$ cat src/rtl/uart_rx_pkg.sv
package uart_rx_pkg;

    typedef enum logic [1:0] {
        PAR_NONE = 2'd0,
        PAR_EVEN = 2'd1,
        PAR_ODD  = 2'd2,
        PAR_ZERO = 2'd3
    } par_mode_e;

    typedef enum logic [2:0] {
        ST_IDLE,
        ST_START,
        ST_DATA,
        ST_PAR,
        ST_STOP
    } rx_state_e;

    localparam int STAT_W    = 3;
    localparam int STAT_PERR = 0;
    localparam int STAT_FERR = 1;
    localparam int STAT_OVR  = 2;

endpackage

$ cat src/rtl/rx_baud_gen.sv
module rx_baud_gen #(
    parameter int DIV_W = 8
) (
    input  logic             clk,
    input  logic             rst_n,
    input  logic [DIV_W-1:0] div_i,
    output logic             tick_o
);

    logic [DIV_W-1:0] cnt_d, cnt_q;

    always_comb begin
        tick_o = (div_i <= DIV_W'(1)) || (cnt_q >= div_i - DIV_W'(1));
        cnt_d  = tick_o ? '0 : cnt_q + DIV_W'(1);
    end

    always_ff @(posedge clk or negedge rst_n) begin
        if (!rst_n) cnt_q <= '0;
        else        cnt_q <= cnt_d;
    end

endmodule

$ cat src/rtl/rx_frame_fsm.sv
module rx_frame_fsm
    import uart_rx_pkg::*;
#(
    parameter int DATA_W = 8,
    parameter int OVS    = 16
) (
    input  logic              clk,
    input  logic              rst_n,
    input  logic              tick_i,
    input  logic              rx_i,
    input  par_mode_e         par_mode_i,
    output logic              done_o,
    output logic [DATA_W-1:0] data_o,
    output logic              perr_o,
    output logic              ferr_o
);

    localparam int OVS_W = $clog2(OVS);
    localparam int BIT_W = (DATA_W > 1) ? $clog2(DATA_W) : 1;
    localparam logic [OVS_W-1:0] MID_TICK = OVS_W'(OVS / 2 - 1);
    localparam logic [OVS_W-1:0] END_TICK = OVS_W'(OVS - 1);
    localparam logic [BIT_W-1:0] LAST_BIT = BIT_W'(DATA_W - 1);

    typedef struct packed {
        rx_state_e         state;
        logic [OVS_W-1:0]  ovs;
        logic [BIT_W-1:0]  nbit;
        logic [DATA_W-1:0] shreg;
        logic              pbit;
    } fsm_t;

    fsm_t s_d, s_q;
    logic exp_par;

    always_comb begin
        s_d    = s_q;
        done_o = 1'b0;
        perr_o = 1'b0;
        ferr_o = 1'b0;
        unique case (par_mode_i)
            PAR_EVEN: exp_par = ^s_q.shreg;
            PAR_ODD:  exp_par = ~^s_q.shreg;
            default:  exp_par = 1'b0;
        endcase
        if (tick_i) begin
            unique case (s_q.state)
                ST_IDLE: begin
                    if (!rx_i) begin
                        s_d.state = ST_START;
                        s_d.ovs   = '0;
                    end
                end
                ST_START: begin
                    if (s_q.ovs == MID_TICK) begin
                        s_d.ovs   = '0;
                        s_d.nbit  = '0;
                        s_d.state = rx_i ? ST_IDLE : ST_DATA;
                    end else begin
                        s_d.ovs = s_q.ovs + 1'b1;
                    end
                end
                ST_DATA: begin
                    if (s_q.ovs == END_TICK) begin
                        s_d.ovs   = '0;
                        s_d.shreg = {rx_i, s_q.shreg[DATA_W-1:1]};
                        if (s_q.nbit == LAST_BIT)
                            s_d.state = (par_mode_i == PAR_NONE) ? ST_STOP : ST_PAR;
                        else
                            s_d.nbit = s_q.nbit + 1'b1;
                    end else begin
                        s_d.ovs = s_q.ovs + 1'b1;
                    end
                end
                ST_PAR: begin
                    if (s_q.ovs == END_TICK) begin
                        s_d.ovs   = '0;
                        s_d.pbit  = rx_i;
                        s_d.state = ST_STOP;
                    end else begin
                        s_d.ovs = s_q.ovs + 1'b1;
                    end
                end
                ST_STOP: begin
                    if (s_q.ovs == END_TICK) begin
                        done_o    = 1'b1;
                        ferr_o    = !rx_i;
                        perr_o    = (par_mode_i != PAR_NONE) && (s_q.pbit != exp_par);
                        s_d.ovs   = '0;
                        s_d.state = ST_IDLE;
                    end else begin
                        s_d.ovs = s_q.ovs + 1'b1;
                    end
                end
                default: s_d.state = ST_IDLE;
            endcase
        end
        data_o = s_q.shreg;
    end

    always_ff @(posedge clk or negedge rst_n) begin
        if (!rst_n) begin
            s_q.state <= ST_IDLE;
            s_q.ovs   <= '0;
            s_q.nbit  <= '0;
            s_q.shreg <= '0;
            s_q.pbit  <= 1'b0;
        end else begin
            s_q <= s_d;
        end
    end

endmodule

$ cat src/rtl/uart_rx_errroute.sv
module uart_rx_errroute
    import uart_rx_pkg::*;
#(
    parameter int DATA_W      = 8,
    parameter int DIV_W       = 8,
    parameter int OVS         = 16,
    parameter int SYNC_STAGES = 2
) (
    input  logic              clk,
    input  logic              rst_n,
    input  logic              rx_i,
    input  logic [DIV_W-1:0]  baud_div_i,
    input  logic [1:0]        parity_mode_i,
    input  logic              err_merge_i,
    input  logic              rd_buf_i,
    input  logic              rd_stat_i,
    output logic [DATA_W-1:0] rx_data_o,
    output logic              buf_full_o,
    output logic [2:0]        stat_o,
    output logic              irq_done_o,
    output logic              irq_err_o
);

    typedef struct packed {
        logic [SYNC_STAGES-1:0] sync;
        logic [DATA_W-1:0]      data;
        logic                   full;
        logic [STAT_W-1:0]      stat;
        logic                   irq_done;
        logic                   irq_err;
    } top_t;

    top_t r_d, r_q;

    logic              tick;
    logic              fr_done;
    logic [DATA_W-1:0] fr_data;
    logic              fr_perr;
    logic              fr_ferr;
    logic [STAT_W-1:0] flags;
    logic              ovr;

    rx_baud_gen #(.DIV_W(DIV_W)) u_baud (
        .clk    (clk),
        .rst_n  (rst_n),
        .div_i  (baud_div_i),
        .tick_o (tick)
    );

    rx_frame_fsm #(.DATA_W(DATA_W), .OVS(OVS)) u_fsm (
        .clk        (clk),
        .rst_n      (rst_n),
        .tick_i     (tick),
        .rx_i       (r_q.sync[SYNC_STAGES-1]),
        .par_mode_i (par_mode_e'(parity_mode_i)),
        .done_o     (fr_done),
        .data_o     (fr_data),
        .perr_o     (fr_perr),
        .ferr_o     (fr_ferr)
    );

    always_comb begin
        r_d          = r_q;
        r_d.sync     = {r_q.sync[SYNC_STAGES-2:0], rx_i};
        r_d.irq_done = 1'b0;
        r_d.irq_err  = 1'b0;
        ovr          = fr_done && r_q.full && !rd_buf_i;
        flags        = '0;
        flags[STAT_PERR] = fr_perr;
        flags[STAT_FERR] = fr_ferr;
        flags[STAT_OVR]  = ovr;
        if (rd_buf_i)  r_d.full = 1'b0;
        if (rd_stat_i) r_d.stat = '0;
        if (fr_done) begin
            r_d.stat = r_d.stat | flags;
            if (!ovr) begin
                r_d.data = fr_data;
                r_d.full = 1'b1;
            end
            if (err_merge_i) begin
                r_d.irq_done = 1'b1;
            end else begin
                r_d.irq_done = ~|flags;
                r_d.irq_err  = |flags;
            end
        end
    end

    always_ff @(posedge clk or negedge rst_n) begin
        if (!rst_n) begin
            r_q.sync     <= '1;
            r_q.data     <= '0;
            r_q.full     <= 1'b0;
            r_q.stat     <= '0;
            r_q.irq_done <= 1'b0;
            r_q.irq_err  <= 1'b0;
        end else begin
            r_q <= r_d;
        end
    end

    assign rx_data_o  = r_q.data;
    assign buf_full_o = r_q.full;
    assign stat_o     = r_q.stat;
    assign irq_done_o = r_q.irq_done;
    assign irq_err_o  = r_q.irq_err;

endmodule

$ cat config.mk
export PLATFORM = sky130hd
export DESIGN_NAME = uart_rx_errroute
export DESIGN_NICKNAME = d
export VERILOG_FILES = /design/src/rtl/uart_rx_pkg.sv /design/src/rtl/rx_baud_gen.sv /design/src/rtl/rx_frame_fsm.sv /design/src/rtl/uart_rx_errroute.sv
export SDC_FILE = /design/constraint.sdc
export NUM_CORES = 1
export LEC_CHECK = 0
export BUFFER_PORTS_ARGS = -buffer_cell sky130_fd_sc_hd__buf_2
export CAP_MARGIN = 20
export CORE_ASPECT_RATIO = 1.4
export CORE_UTILIZATION = 40
export DETAILED_ROUTE_END_ITERATION = 8
export GPL_TIMING_DRIVEN = 0
export PLACE_DENSITY = 0.63
export SLEW_MARGIN = 10
export SYNTH_ARGS = -nofsm -noshare
export SYNTH_HDL_FRONTEND = slang
export SYNTH_SLANG_ARGS = --single-unit
$ cat constraint.sdc
create_clock -name clk -period 3.1 [get_ports clk]
set_input_delay 0.31 -clock clk [delete_from_list [all_inputs] [get_ports clk]]
set_output_delay 0.31 -clock clk [all_outputs]
set_load 0.05 [all_outputs]
==> results.md <==
- IO Pins: 30
- Number of global-route vias before repair: 1787
- Iter 0 DRT Violations: 21
- Diode count: 0
- Final Skew: 0.00602 ns
- Clk sinks: 43
- Dpl hpwl: 3320 um
- R2r setup slk: 0.42 ns
- Slew margin rel.: 32.3%
- Largest stage delay on the critical path: 0.56 ns
- Post-Syn Area: 2380 um^2
- Routed wire length: 4440 um
- Nets: 284
- Min-delay src: rx_i
- Slowest cell on the critical path: or4_4
- Non-filler cells, final: 322
- Distinct cells, synth: 48
- Setup crit start kind: primary input
- Vias/cell: 5.28
- Clock Path Buffers: 2
- Antenna violations before repair: 0
- Ys async rst share: 100%
- Synthesized area per cell: 11.0 um^2
- Filler Cell Count: 526
- Internal power: 0.00111 W
- P_sw: 0.000570 W
- #FFs+latches synth: 43
- Wire per inst: 13.8 um
- PwrDens: 607 nW/um^2
- Core box area: 5610 um^2
- Hold Fails Final Rpt: 0
- Yosys warns: 0
- Post-synth EDFFs: 0
- Die extent in x: 67.1 um
- Gr ovfl total: 0
- Clk Latency, worst-skew pair: 0.30 ns
- RSZ-0062 raised after global routing: no
- Root Driver: clkbuf_8
- Critical path class: in -> reg
- Top library cells by usage in the layout, fill and taps aside: dfrtp_1 (41), buf_2 (30), nor2_1 (25)
- Fin util: 49.3%
- Critical path, cell by cell: buf_2, or4_4, nor4_1, xnor2_1, ha_1, nand4_1, o31a_4, or4_4, mux2_4
- Top FF cell, synth: dfrtp_1
- Total power: 0.00168 W
- Share of layout cells above drive strength 1: 30.7%
- Crit path time final: 2.98 ns
- Hold path endpoint: r_d[15]
- Syn nets: 246
- PortBufs: 29
- GRT Overall Usage: 16.5%
- Worst path required time: 3.29 ns
- Cells on worst reg2reg path: 7
- Clock slew at reported path FFs: 0.08 ns
- # rows: 32
- Reg power frac: 42.3%
- Number of max-cap violations: 0
- Tightest Pin Transition: 1.00 ns
- Starting Density: 42.4%
- Slew Limit Fails: 0
- Max Fclk: 335 MHz
- R2R Path End: u_fsm.s_q[17]
- DRT Pass-1 Iters: 4
- Hold path depth: 1
- Setup-violating endpoint count in the final report: 0
- H-Tree Depth: 2
- Status: complete, no violations
- Part of the Yosys area used for sequential elements: 45.4%
- Worst-path fanout max: 5
- Clock power share: 25.1%
- Antenna Nets Post-Route: 0
- Post-Syn Instances: 216
- Vias post-DR: 1700
- Final TNS setup: 0 ns
- First-pass GRT wire length: 7770 um
- Synthesis-to-layout area growth: 16.3%
- Maximum VDD drop: 422 uV
- Area of the die: 6260 um^2
- Largest net degree at the start of global routing: 44
- Logic pwr share: 32.6%
- Cell Count Post-Placement: 313
- Worst min-delay path category: in -> reg
- Most common cell on crit path: or4_4
- Arrival @ worst endpoint: 3.17 ns
- Final GP Congestion: 0.778
- Final worst path period share: 96.3%
- Switching share of power: 34.0%
- Inserted Clock Buffers: 5
- DRC errors left: 0
- CTS tree: yes
- Die height: 93.2 um
- Worst Setup End Kind: register
- FF-to-FF Start: u_fsm.s_q[12]
- Leading cell type in the layout, fill and taps excluded: dfrtp_1
- Launch point of the worst path: baud_div_i[2]
- Pleak: 1.33 nW
-- timing repair --
item / in CTS / in global routing
hold endpoints to repair: 0 / 8
resized for setup: 2 / 0
setup endpoints to repair: 12 / 9
pin swaps: 0 / 1
setup buffers: 0 / 0
hold buffers: 0 / 1
-- flip-flops by register name, summed over array words and instances, names as in the netlist --
register      flops
u_baud.cnt_q      8
buf_full_o        1
r_q               1
u_fsm.data_o      8
irq_done_o        1
r_d               1
stat_o            3
irq_err_o         1
u_fsm.s_q        11
rx_data_o         8
-- metal layers --
layer / wire, um / GRT usage (%) / vias up
met1: 1860 / 18.4 / 820
met3: 139 / 3.17 / 6
met5: 0 / 0 / -
li1: - / - / 850
met2: 2360 / 29.7 / 24
met4: 74 / 6.91 / 0
-- worst max-delay path: cells and delay by family --
family	cells	cell delay [ns]
and+or+nand+nor	4	1.54
AOI/OAI and AO/OA	1	0.44
muxes	1	0.27
adders and majority gates	1	0.36
xor gates and xnor gates	1	0.11
buffers and inverters	1	0.12
-- per-stage QoR --
| step | hold WS [ns] | setup slack, ns | area (um^2) |
|---|---|---|---|
| finish | 0.102 | 0.115 | 2760 |
| global route | 0.0943 | 0.0111 | 2760 |
| CTS | 0.0902 | 0.0855 | 2730 |
| detailed placement | 0.349 | -0.328 | 2610 |
| global placement | 0.347 | -0.319 | 2610 |
| floorplan | 0.0144 | 0.175 | 2380 |
-- cells in the mapped netlist (2+ instances only) --
| master | instances | area, um^2 |
|---|---|---|
| nor3b_1 | 2 | 15.0 |
| nand3_2 | 2 | 20.0 |
| o21ai_0 | 3 | 15.0 |
| a211oi_1 | 2 | 15.0 |
| xnor2_1 | 14 | 123 |
| dfstp_2 | 2 | 52.6 |
| nand4_1 | 3 | 18.8 |
| or3b_2 | 3 | 26.3 |
| nand2b_1 | 4 | 25.0 |
| nand3_1 | 5 | 25.0 |
| nor2_1 | 25 | 93.8 |
| xor2_1 | 6 | 52.6 |
| dfrtp_1 | 41 | 1030 |
| nor3_1 | 4 | 20.0 |
| ha_1 | 14 | 175 |
| mux2_2 | 21 | 236 |
| a31oi_1 | 2 | 12.5 |
| or4_4 | 2 | 22.5 |
| and3_1 | 5 | 31.3 |
| inv_1 | 7 | 26.3 |
| a21oi_1 | 5 | 25.0 |
| nand2_1 | 11 | 41.3 |
| clkbuf_1 | 5 | 18.8 |
| o22ai_1 | 3 | 18.8 |
| o2bb2ai_1 | 2 | 17.5 |
-- worst max path at each step --
stage | end | cells past startpoint
6_report | u_fsm.s_q[9] | 9
3_3_place_gp | rx_data_o[4] | 9
2_1_floorplan | u_fsm.s_q[9] | 8
3_5_place_dp | rx_data_o[4] | 9
4_1_cts | u_fsm.s_q[9] | 9
5_1_grt | u_fsm.s_q[9] | 9
-- kinds of logic after synthesis --
family	synth area share (%)
and+or+nand+nor	16.9
DFF	45.4
AOI/OAI and AO/OA	10.3
muxes	10.6
xor gates and xnor gates	7.37
adders and majority gates	7.37
buffers and inverters	2.11
-- area by class of cell --
class	instances	area, um^2	share of cell area (%)
sequential	43	1080	39.0
multi-input combinational	160	1270	45.9
timing repair buffer	31	175	6.34
inverter	7	26.3	0.951
tap	68	85.1	3.08
clock buffer	5	68.8	2.49
buffer	6	23.8	0.860
clock inverter	2	37.5	1.36
-- power by group through the flow --
stage / combinational [W] / clock [W] / sequential [W]
detailed placement: 0.000529 / 0 / 0.000720
global route: 0.000629 / 0.000459 / 0.000724
global placement: 0.000514 / 0 / 0.000717
CTS: 0.000548 / 0.000439 / 0.000710
finish: 0.000547 / 0.000421 / 0.000709
floorplan: 0.000415 / 0 / 0.000698
Note: power is estimated with default switching activity, not from simulation.
